**config.mk**
```make
export PLATFORM = sky130hd
export DESIGN_NAME = io_macrocell
export DESIGN_NICKNAME = d
export VERILOG_FILES = /design/src/rtl/mcell_pkg.sv /design/src/rtl/mcell_reg.sv /design/src/rtl/mcell_outmux.sv /design/src/rtl/mcell_fbsel.sv /design/src/rtl/io_macrocell.sv
export SDC_FILE = /design/constraint.sdc
export NUM_CORES = 1
export LEC_CHECK = 0
export BUFFER_PORTS_ARGS = -buffer_cell sky130_fd_sc_hd__buf_2
export CAP_MARGIN = 25
export CORE_AREA = 5 5 42 44
export CTS_BUF_LIST = sky130_fd_sc_hd__clkbuf_4 sky130_fd_sc_hd__clkbuf_8
export DETAILED_ROUTE_END_ITERATION = 10
export DIE_AREA = 0 0 47 49
export PLACE_DENSITY = 0.36
export SYNTH_ARGS = -nofsm -noshare
export SYNTH_HDL_FRONTEND = slang
export SYNTH_SLANG_ARGS = --single-unit
export TNS_END_PERCENT = 1
```
**constraint.sdc**
```tcl
create_clock -name clk -period 1 [get_ports clk]
set_input_delay 0.05 -clock clk [delete_from_list [all_inputs] [get_ports clk]]
set_output_delay 0.05 -clock clk [all_outputs]
set_load 0.005 [all_outputs]
```
**src/rtl/mcell_pkg.sv**
```systemverilog
package mcell_pkg;
    localparam int CFG_BITS = 2;

    typedef enum logic [CFG_BITS-1:0] {
        CFG_REG_ACT_LOW   = 2'b00,
        CFG_REG_ACT_HIGH  = 2'b01,
        CFG_COMB_ACT_LOW  = 2'b10,
        CFG_COMB_ACT_HIGH = 2'b11
    } cfg_e;

    typedef enum logic {
        BIT_CLR = 1'b0,
        BIT_SET = 1'b1
    } bit_state_e;
endpackage

```
**src/rtl/mcell_reg.sv**
```systemverilog
module mcell_reg
    import mcell_pkg::*;
(
    input  logic clk,
    input  logic arst,
    input  logic spre,
    input  logic d,
    output logic q
);
    bit_state_e st, st_nxt;

    // state register: clear is asynchronous and dominant
    always_ff @(posedge clk or posedge arst) begin
        if (arst) st <= BIT_CLR;
        else      st <= st_nxt;
    end

    // next state: preset beats load
    always_comb begin
        unique case ({spre, d})
            2'b10, 2'b11: st_nxt = BIT_SET;
            2'b01:        st_nxt = BIT_SET;
            default:      st_nxt = BIT_CLR;
        endcase
    end

    always_comb q = (st == BIT_SET);

    p_preset_r5: assert property (@(posedge clk) disable iff (arst)
        spre |=> q);
    p_load_r4: assert property (@(posedge clk) disable iff (arst)
        !spre |=> (q == $past(d)));
endmodule

```
**src/rtl/mcell_outmux.sv**
```systemverilog
module mcell_outmux
    import mcell_pkg::*;
#(
    parameter int SEL_W = CFG_BITS
) (
    input  logic [SEL_W-1:0] sel,
    input  logic             q,
    input  logic             sum,
    input  logic             oe,
    output logic             pin_out,
    output logic             pin_oe
);
    localparam int N_IN = 1 << SEL_W;

    logic [N_IN-1:0] din;

    // data input k: bit 1 of k picks bypass, bit 0 picks the pre-inverted
    // copy that the inverting driver turns back into active high
    for (genvar k = 0; k < N_IN; k++) begin : g_din
        localparam logic [SEL_W-1:0] KV = SEL_W'(k);
        always_comb begin
            din[k] = KV[SEL_W-1] ? sum : q;
            if (KV[0]) din[k] = ~din[k];
        end
    end

    // inverting tristate driver
    always_comb begin
        pin_oe  = oe;
        pin_out = oe ? ~din[sel] : 1'b0;
    end
endmodule

```
**src/rtl/mcell_fbsel.sv**
```systemverilog
module mcell_fbsel #(
    parameter bit PIN_FB_WHEN_INPUT = 1'b1
) (
    input  logic bypass,
    input  logic q,
    input  logic sum,
    input  logic oe,
    input  logic pin_in,
    output logic fb
);
    logic comb_src;

    if (PIN_FB_WHEN_INPUT) begin : g_pinfb
        always_comb comb_src = oe ? sum : pin_in;
    end else begin : g_sumfb
        always_comb comb_src = sum;
    end

    always_comb fb = bypass ? comb_src : q;
endmodule

```
**src/rtl/io_macrocell.sv**
```systemverilog
module io_macrocell
    import mcell_pkg::*;
#(
    parameter bit PIN_FB_WHEN_INPUT = 1'b1
) (
    input  logic clk,
    input  logic arst,
    input  logic spre,
    input  logic sum_in,
    input  logic cfg_s1,
    input  logic cfg_s0,
    input  logic oe_term,
    input  logic pin_in,
    output logic pin_out,
    output logic pin_oe,
    output logic fb_out
);
    cfg_e cfg;
    logic q;

    always_comb cfg = cfg_e'({cfg_s1, cfg_s0});

    mcell_reg u_reg (
        .clk  (clk),
        .arst (arst),
        .spre (spre),
        .d    (sum_in),
        .q    (q)
    );

    mcell_outmux #(.SEL_W(CFG_BITS)) u_mux (
        .sel     (cfg),
        .q       (q),
        .sum     (sum_in),
        .oe      (oe_term),
        .pin_out (pin_out),
        .pin_oe  (pin_oe)
    );

    mcell_fbsel #(.PIN_FB_WHEN_INPUT(PIN_FB_WHEN_INPUT)) u_fb (
        .bypass (cfg_s1),
        .q      (q),
        .sum    (sum_in),
        .oe     (oe_term),
        .pin_in (pin_in),
        .fb     (fb_out)
    );

    p_regpath_r1: assert property (@(posedge clk) disable iff (arst)
        (oe_term && cfg == CFG_REG_ACT_HIGH) |-> (pin_out == q));
    p_polarity_r3: assert property (@(posedge clk) disable iff (arst)
        (oe_term && cfg == CFG_COMB_ACT_LOW) |-> (pin_out != sum_in));
    p_bypass_r2: assert property (@(posedge clk) disable iff (arst)
        (oe_term && cfg == CFG_COMB_ACT_HIGH) |-> (pin_out == sum_in));
    p_float_r7: assert property (@(posedge clk) disable iff (arst)
        !oe_term |-> (!pin_out && !pin_oe));
    p_fbreg_r8: assert property (@(posedge clk) disable iff (arst)
        !cfg_s1 |-> (fb_out == q));
endmodule

```
**After elaboration in Yosys (flattened, before gate mapping)**

Index checks and enable logic that the tools add are counted.

- Register bits: 1
- Bits of input ports: 8
- Output and inout bits: 3
- Logic and storage cells: 15

- Order comparisons: 1
- Equal/unequal tests: 3
- Multiplexer cells: 6
- Bitwise operators: 3
- Reduce and logical (&&, ||, !) cells: 1

Operator list:

| kind | number |
|---|---|
| two-way mux 1 bit | 5 |
| == test 2 bit (second input constant) | 2 |
| less-than comparator 2 x 3 -> 1 bit (second input constant) | 1 |
| inverter 1 bit | 3 |
| OR reduction 3 bit | 1 |
| binary-select mux 1 bit (select 2 bit) | 1 |
| == test 2 x 1 -> 1 bit (second input constant) | 1 |

**Longest topological paths before layout**

Gate-level depths: netlist of run 1.

- Word-level depth: 5
- Depth in mapped cells: 2
- Depth with buffers taken out: 2

**Modules after synthesis**

Synthesis of run 1 repeated with hierarchy kept, for this count alone.

- Cells, all modules: 11
- Area total of the unflattened synthesis: 91.3 um^2

Modules (own cells, without submodules):

| module | instances | cells each | area each (um^2) | sequential area each (um^2) |
|---|---|---|---|---|
| mcell_outmux | 1 | 5 | 37.5 | 0.0 |
| mcell_reg | 1 | 3 | 35.0 | 25.0 |
| mcell_fbsel | 1 | 3 | 18.8 | 0.0 |

**Least setup slack after synthesis of run 1**

No wires, ideal clock.

- Path kind: register to output
- Start: register u_reg.st, in the netlist u_reg.q
- End: output pin_out
- Arrival: 723 ps
- Required time: 950 ps
- Setup slack: 227 ps
- Cell stages (with the launch flop): 3
- Path buffers: 0
- Cell sequence: dfrtp_1 > mux2i_1 > mux2i_1

- Word-level cells in the longest chain between the ends: 5

Ends and longest elaborated chain:

| what | line | text |
|---|---|---|
| from (decl) | mcell_reg.sv:10 | `bit_state_e st, st_nxt;` |
| from (signal assigned) | mcell_reg.sv:15 | `else st <= st_nxt;` |
| inverter 1 bit | mcell_outmux.sv:23 | `if (KV[0]) din[k] = ~din[k];` |
| binary-select mux 1 bit (select 2 bit) (*) | mcell_outmux.sv:30 | `pin_out = oe ? ~din[sel] : 1'b0;` |
| two-way mux 1 bit (implied by the code) (*) | mcell_outmux.sv:30 |  |
| inverter 1 bit (*) | mcell_outmux.sv:30 |  |
| two-way mux 1 bit (*) | mcell_outmux.sv:30 |  |
| to (decl) | io_macrocell.sv:14 | `output logic pin_out,` |

Mark *: on every way between the ends. The rest lies on a longest branch, timed or not. The select of a mux whose other input is x is not followed.

**Worst setup path in the final report of run 1**

Ends and elaborated chain as after synthesis.

==> reports/metrics.yaml, run 1 <==
critical_path:
  worstPathMaxFanout: 2
  endpoint_kind: "output pin"
  worst-path-buf-inv: 1
  crit_slowest_cell: "dfrtp_1"
  crit_required_ns: 0.95
  max_stage_delay_ns: 0.35
  crit_chain: "mux2i_1 > mux2i_1 > buf_2"
  arrival_ns: 0.87
  crit_family: "multiplexers"
  worstSetupPathType: "register to output pin"
  crit_path_start_kind: "register"
  crit_path_frequent_cell: "mux2i_1"
run:
  maxCapViolCount: 0
routing:
  dr.pass1.iters: 3
  postRouteAntennaNets: 0
  wl_per_cell_um: 7.081
  routed-via-count: 96
  vias_per_cell: 2.595
  post-route-drc-count: 0
  drtIter0Drc: 1
  wirelength_um: 262
placement:
  placedCellCount: 36
  gp_congestion: 0.6035
  post_dp_cell_area_um2: 153.9
  io_buffers: 10
grt:
  grt_pass1_wl_um: 414
  grt_max_degree: 5
  gr-usage-all-layers_pct: 2.319
  antenna_found_initial: 0
  grt_pass1_vias: 101
  overflow: 0
cells_and_area:
  fin_cells: 37
  fillers: 172
  final_nets: 31
  n_antenna_cell: 0
  fin_util_pct: 11.70
  multi_input_area_um2: 55.05
  seq_area_um2: 25.02
  area_delta_synth_final_pct: 79.45
  design_area_um2: 163.9
  drive_gt1_share_pct: 52.38
  largest_reg_flops: 1
sta:
  hold_viol_final: 0
  tightest_slew_ns: 0.1673
  fmax_mhz: 1086
  max_slew_margin_pct: 88.53
  finalCritPeriodShare_pct: 92.07
  finalSetupViolCount: 0
  finalSetupTns_ns: 0
  grt_setup_unrepaired: "false"
  drv_slew: 0
  fin_crit_ns: 0.9207
synthesis:
  synth-seq-cells: 1
  ys_warn_count: 0
  yosysSeqAreaShare_pct: 27.40
  synth_cell_type_count: 9
  syn-instance-count: 11
  synth_area_um2: 91.34
  avgSynthCellArea_um2: 8.303
  syn-num-nets: 19
run_status:
  status: "finished, final reports clean"
power_and_ir_drop:
  leakagePower_nw: 0.08665
  power_density_nw_per_um2: 561.3
  ir_drop_mv: 0.1798
die:
  pin_count: 11
  die_x_um: 47
  die_y_um: 49
  die_area_um2: 2303
  rows: 14
  core-area_um2: 1401
  start_util_pct: 6.518
hold_path:
  hold_path_class: "input port to register"
clock_network:
  post_cts_resize_count: 0
  clkTransAtPathRegs_ns: 0
[per-stage QoR]
step	total power [W]	setup WS, ns	hold slack, ns
6_report	0.00009201	0.07928	0.2401
5_1_grt	0.00009883	0.001320	0.2697
4_1_cts	0.00009269	0.07855	0.2434
3_5_place_dp	0.00008920	0.08346	-0.1122
3_3_place_gp	0.00008939	0.08898	-0.1085
2_1_floorplan	0.00006438	0.2270	-0.2213
[synth_stat cells]
master	number	area, um^2
mux2i_1	3	30.03
a21oi_1	1	5.000
buf_4	1	7.510
dfrtp_1	1	25.02
inv_1	1	3.750
nand2_1	1	3.750
nand2b_1	1	6.260
nor2_1	1	3.750
or2_2	1	6.260
[path summary, 6_finish.rpt]
check / end / startpoint / slack (ns) / cells past startpoint
max: pin_out / u_reg.q$_DFF_PP0_ / 0.08 / 3
min: u_reg.q$_DFF_PP0_ / spre / 0.24 / 2
max in group asynchronous: u_reg.q$_DFF_PP0_ / arst / 0.46 / 3
min in group asynchronous: u_reg.q$_DFF_PP0_ / arst / 0.44 / 3
[where the power goes]
part | internal (W) | switching (W)
sequential | 0.0000433 | 0.000000937
clock | 0 | 0
combinational | 0.0000280 | 0.0000198
[per-layer routing]
layer	global-route usage, %	share of wire (%)	up-vias
met5	0	0	-
met4	0	0	0
met3	0.3690	18	0
met2	2.036	12	11
met1	5.022	69	29
li1	-	-	56
[cells by family after synthesis]
group           share of synthesized area (%)
simple gates                            21.92
compound gates                          5.474
buf+inv                                 12.33
mux                                     32.88
flops                                   27.39
[repair_timing]
action	4_1_cts	5_1_grt
hold buffers	1	0
setup buffers	0	0
hold endpoints to repair	1	0
[final cells by class]
class                   count  share of cell area (%)
inverters                   1                   2.290
flip-flops and latches      1                   15.27
well taps                  16                   12.21
multi-input cells           8                   33.59
repair buffers             11                   36.64
[layout by cell type, fill, tap and decap left out]
cell type / instances
nor2_1: 1
a21oi_1: 1
mux2i_1: 3
nand2_1: 1
or2_2: 1
buf_2: 10
inv_1: 1
dlygate4sd3_1: 1
nand2b_1: 1
dfrtp_1: 1
Note: power is estimated with default switching activity, not from simulation.
==> run 2: changes to the inputs <==
--- a/config.mk
+++ b/config.mk
@@ -14,5 +14,6 @@
 export PLACE_DENSITY = 0.36
 export SYNTH_ARGS = -nofsm -noshare
 export SYNTH_HDL_FRONTEND = slang
+export SYNTH_HIERARCHICAL = 1
 export SYNTH_SLANG_ARGS = --single-unit
 export TNS_END_PERCENT = 1
==> run 2 against run 1 <==
First-iteration DRC count unchanged. Critical path depth unchanged. Die area is the same. Maximum frequency increased by 3.8%. Via count grew 9.4%. Cell area unchanged. Utilization unchanged. Highest routed layer unchanged.
==> reports/metrics.yaml, run 2 <==
cells_and_area:
  final_common_cell: "buf_2"
  fin_cells: 37
  final_cell_mix: "buf_2, mux2i_1"
  n_antenna_cell: 0
  area_delta_synth_final_pct: 79.45
  largest_reg_flops: 1
  final_nets: 31
  design_area_um2: 163.9
  drive_gt1_share_pct: 47.62
synthesis:
  yosysMostFrequentCell: "mux2i_1"
  syn-num-nets: 19
  ys.flop_type: "dfrtp_1"
  ys_warn_count: 6
  synth-edff-count: 0
  synth-seq-cells: 1
  yosys.area.top_type: "mux2i_1"
  yosysSeqAreaShare_pct: 27.40
  async_flop_share_pct: 100.0
  syn-instance-count: 11
  synth_cell_type_count: 9
  synthTopCellsByArea: "mux2i_1, dfrtp_1, buf_4"
  synth_area_um2: 91.34
  yosysTopAreaCellShare_pct: 32.88
  avgSynthCellArea_um2: 8.303
grt:
  antenna_found_initial: 0
  grt_max_degree: 5
  gr-usage-all-layers_pct: 2.530
  grt_pass1_vias: 123
  grt_pass1_wl_um: 469
  overflow: 0
die:
  die_y_um: 49
  pin_count: 11
  rows: 14
  die_area_um2: 2303
  die_x_um: 47
  core-area_um2: 1401
  start_util_pct: 6.518
routing:
  drtIter0Drc: 1
  met2_length_um: 58
  wl_met3_um: 59
  vias_per_cell: 2.838
  post-route-drc-count: 0
  routed-via-count: 105
  wirelength_um: 287
  wl_met1_um: 169
  dr.pass1.iters: 2
  top_layer_used: "met3"
  postRouteAntennaNets: 0
  wl_per_cell_um: 7.757
power_and_ir_drop:
  p_total_w: 0.00009142
  ir_drop_mv: 0.1951
  leakagePower_nw: 0.08572
  power_density_nw_per_um2: 557.7
hold_path:
  hp-start: "spre"
  hold_path_class: "input port to register"
critical_path:
  endpoint_kind: "output pin"
  crit_path_start_kind: "register"
  worstSetupPathType: "register to output pin"
  worstPathMaxFanout: 2
  arrival_ns: 0.84
  crit_required_ns: 0.95
  crit_path_start: "u_reg/q$_DFF_PP0_"
sta:
  finalSetupTns_ns: 0
  fin_crit_ns: 0.8871
  drv_slew: 0
  finalSetupViolCount: 0
  grt_setup_unrepaired: "false"
  fmax_mhz: 1127
  hold_ws_ns: 0.2388
  tightest_slew_ns: 0.1741
  hold_viol_final: 0
  finalCritPeriodShare_pct: 88.71
  max_slew_margin_pct: 88.06
clock_network:
  clkTransAtPathRegs_ns: 0
  post_cts_resize_count: 0
run_status:
  status: "finished, final reports clean"
run:
  maxCapViolCount: 0
placement:
  io_buffers: 10
  post_dp_cell_area_um2: 153.9
  gp_congestion: 0.6196
  placedCellCount: 36
run 2: critical path, cell delays in order, from the launching register on:
cell and delay (ns):
dfrtp_1 0.35, mux2i_1 0.17, mux2i_1 0.19, buf_2 0.13
run 2: final timing paths:
path	depth (start not counted)	end	slack (ns)
max	3	pin_out	0.11
min	2	u_reg/q$_DFF_PP0_	0.24
max in group asynchronous	3	u_reg/q$_DFF_PP0_	0.46
min in group asynchronous	3	u_reg/q$_DFF_PP0_	0.45
run 2: what timing repair did:
item / in CTS / in global routing
hold endpoints to repair: 1 / 0
setup buffers: 0 / 0
endpoints found under the setup margin: 0 / 0
hold buffers: 1 / 0
run 2: power breakdown:
part | switching (W) | leakage [nW] | internal, W | total, W
Combinational | 0.0000194 | 0.0754 | 0.0000278 | 0.0000471
Sequential | 0.00000100 | 0.0103 | 0.0000433 | 0.0000443
Clock | 0 | 0 | 0 | 0
run 2: area by class of cell:
cell class	instances	area, um^2
well taps	16	20.02
fillers	175	1237
multi-input cells	8	55.05
flip-flops and latches	1	25.02
repair buffers	11	60.06
inverters	1	3.754
run 2: cells by family (layout without fill, tap and decap cells):
kind of cell | after synthesis | count (layout) | share of synthesized area, %
AND/OR/NAND/NOR | 4 | 4 | 21.92
flip-flops | 1 | 1 | 27.39
buffers and inverters | 2 | 12 | 12.33
AO/OA/AOI/OAI | 1 | 1 | 5.474
multiplexers | 3 | 3 | 32.88
run 2: stage by stage:
step                util [%]  setup slack [ns]
finish                 11.70            0.1129
detailed placement     10.98            0.1182
global route           11.70           0.04664
global placement       10.98           0.08401
floorplan                  -            0.2265
CTS                    11.70            0.1010
run 2: per-layer routing:
layer	vias to the layer above	GRT usage, %
met5	-	0
met1	39	4.585
met3	0	0.7380
met4	0	0
met2	11	2.941
li1	55	-
==> run 3: changes to the inputs <==
--- a/config.mk
+++ b/config.mk
@@ -12,8 +12,8 @@
 export DETAILED_ROUTE_END_ITERATION = 10
 export DIE_AREA = 0 0 47 49
 export PLACE_DENSITY = 0.36
+export RECOVER_POWER = 25
 export SYNTH_ARGS = -nofsm -noshare
 export SYNTH_HDL_FRONTEND = slang
-export SYNTH_HIERARCHICAL = 1
 export SYNTH_SLANG_ARGS = --single-unit
 export TNS_END_PERCENT = 1
==> run 3 against run 2 <==
Cell count unchanged. Routed wire length down 9.1%. Worst hold slack better by 0.0014 ns. Utilization down 0.089 points. Worst setup slack worse by 0.034 ns. Sequential share of layout area up 0.12 points. Critical path depth unchanged. Power about the same. Highest routed layer unchanged.
==> reports/metrics.yaml, run 3 (synthesized netlist as in run 1, its figures left out) <==
routing:
  wirelength_um: 261
  drtIter0Drc: 1
  wl_per_cell_um: 7.054
  routed-via-count: 96
  postRouteAntennaNets: 0
  dr.pass1.iters: 3
  post-route-drc-count: 0
  vias_per_cell: 2.595
die:
  die_x_um: 47
  rows: 14
  start_util_pct: 6.518
  core-area_um2: 1401
  die_area_um2: 2303
  pin_count: 11
  die_y_um: 49
cells_and_area:
  final_common_cell: "buf_2"
  fin_cells: 37
  seq_area_um2: 25.02
  final_nets: 31
  n_antenna_cell: 0
  multi_input_area_um2: 55.05
  fillers: 173
  drive_gt1_share_pct: 47.62
  largest_reg_flops: 1
  area_delta_synth_final_pct: 78.08
  final_cell_mix: "buf_2, mux2i_1"
power_and_ir_drop:
  ir_drop_mv: 0.1798
  p_total_w: 0.00009140
  leakagePower_nw: 0.08389
  power_density_nw_per_um2: 561.9
sta:
  grt_setup_unrepaired: "false"
  drv_slew: 0
  finalSetupTns_ns: 0
  hold_viol_final: 0
  setup_slack_ns: 0.07928
  finalCritPeriodShare_pct: 92.07
  fmax_mhz: 1086
  finalSetupViolCount: 0
  hold_ws_ns: 0.2401
  max_slew_margin_pct: 88.53
  tightest_slew_ns: 0.1673
  fin_crit_ns: 0.9207
critical_path:
  crit_chain: "mux2i_1 > mux2i_1 > buf_2"
  arrival_ns: 0.87
  max_stage_delay_ns: 0.35
  worstSetupPathType: "register to output pin"
  crit_slowest_cell: "dfrtp_1"
  crit_path_frequent_cell: "mux2i_1"
  crit_required_ns: 0.95
  crit_path_start_kind: "register"
  worstPathMaxFanout: 2
  endpoint_kind: "output pin"
placement:
  placedCellCount: 36
  gp_congestion: 0.6035
  dp_slack_ns: 0.08346
  io_buffers: 10
grt:
  grt_pass1_vias: 101
  gr-usage-all-layers_pct: 2.319
  antenna_found_initial: 0
  overflow: 0
  grt_max_degree: 5
  grt_pass1_wl_um: 414
run:
  maxCapViolCount: 0
clock_network:
  post_cts_buffers: 0
  clkTransAtPathRegs_ns: 0
run_status:
  status: "finished, final reports clean"
hold_path:
  hold_path_class: "input port to register"
## run 3: cell types whose count changed in the layout (fill, tap and decap cells not counted), sizes merged
cell | previous run | this run
buf | 10 | 9
clkbuf | 0 | 1
## run 3: critical path: cells and delay by family, from the launching register on
kind	cells	cell delay, ns
buf+inv	1	0.14
flops	1	0.35
mux	2	0.38
## run 3: layout make-up
type	instances	area share, %
repair buffers	11	36.15
flip-flops and latches	1	15.38
inverters	1	2.308
well taps	16	12.31
multi-input cells	8	33.85
## run 3: report_power, final
group          switching (W)  internal, W  total (W)
sequential       0.000000937    0.0000433  0.0000442
clock                      0            0          0
combinational      0.0000197    0.0000274  0.0000472
total              0.0000207    0.0000707  0.0000914
## run 3: worst paths after layout
| check | from | end | slack, ns | depth (start not counted) |
|---|---|---|---|---|
| max in group asynchronous | arst | u_reg.q$_DFF_PP0_ | 0.46 | 3 |
| min in group asynchronous | arst | u_reg.q$_DFF_PP0_ | 0.44 | 3 |
| hold / removal | spre | u_reg.q$_DFF_PP0_ | 0.24 | 2 |
| setup / recovery | u_reg.q$_DFF_PP0_ | pin_out | 0.08 | 3 |
## run 3: what timing repair did
item                       4_1_cts  5_1_grt
resized for setup                0        0
hold endpoints to repair         1        0
hold buffers                     1        0
setup endpoints to repair        0        0
## run 3: routing by layer
metal / up-vias / share of wire (%) / global-route usage, %
met2: 11 / 12 / 2.036
met1: 29 / 69 / 5.022
li1: 56 / - / -
met5: - / 0 / 0
met3: 0 / 18 / 0.3690
met4: 0 / 0 / 0
## run 3: metrics by stage
step / instance area (um^2) / utilization (%)
after floorplan: 91.34 / -
after global placement: 153.9 / 10.98
after detailed placement: 153.9 / 10.98
after CTS: 163.9 / 11.70
after global routing: 162.7 / 11.61
final: 162.7 / 11.61
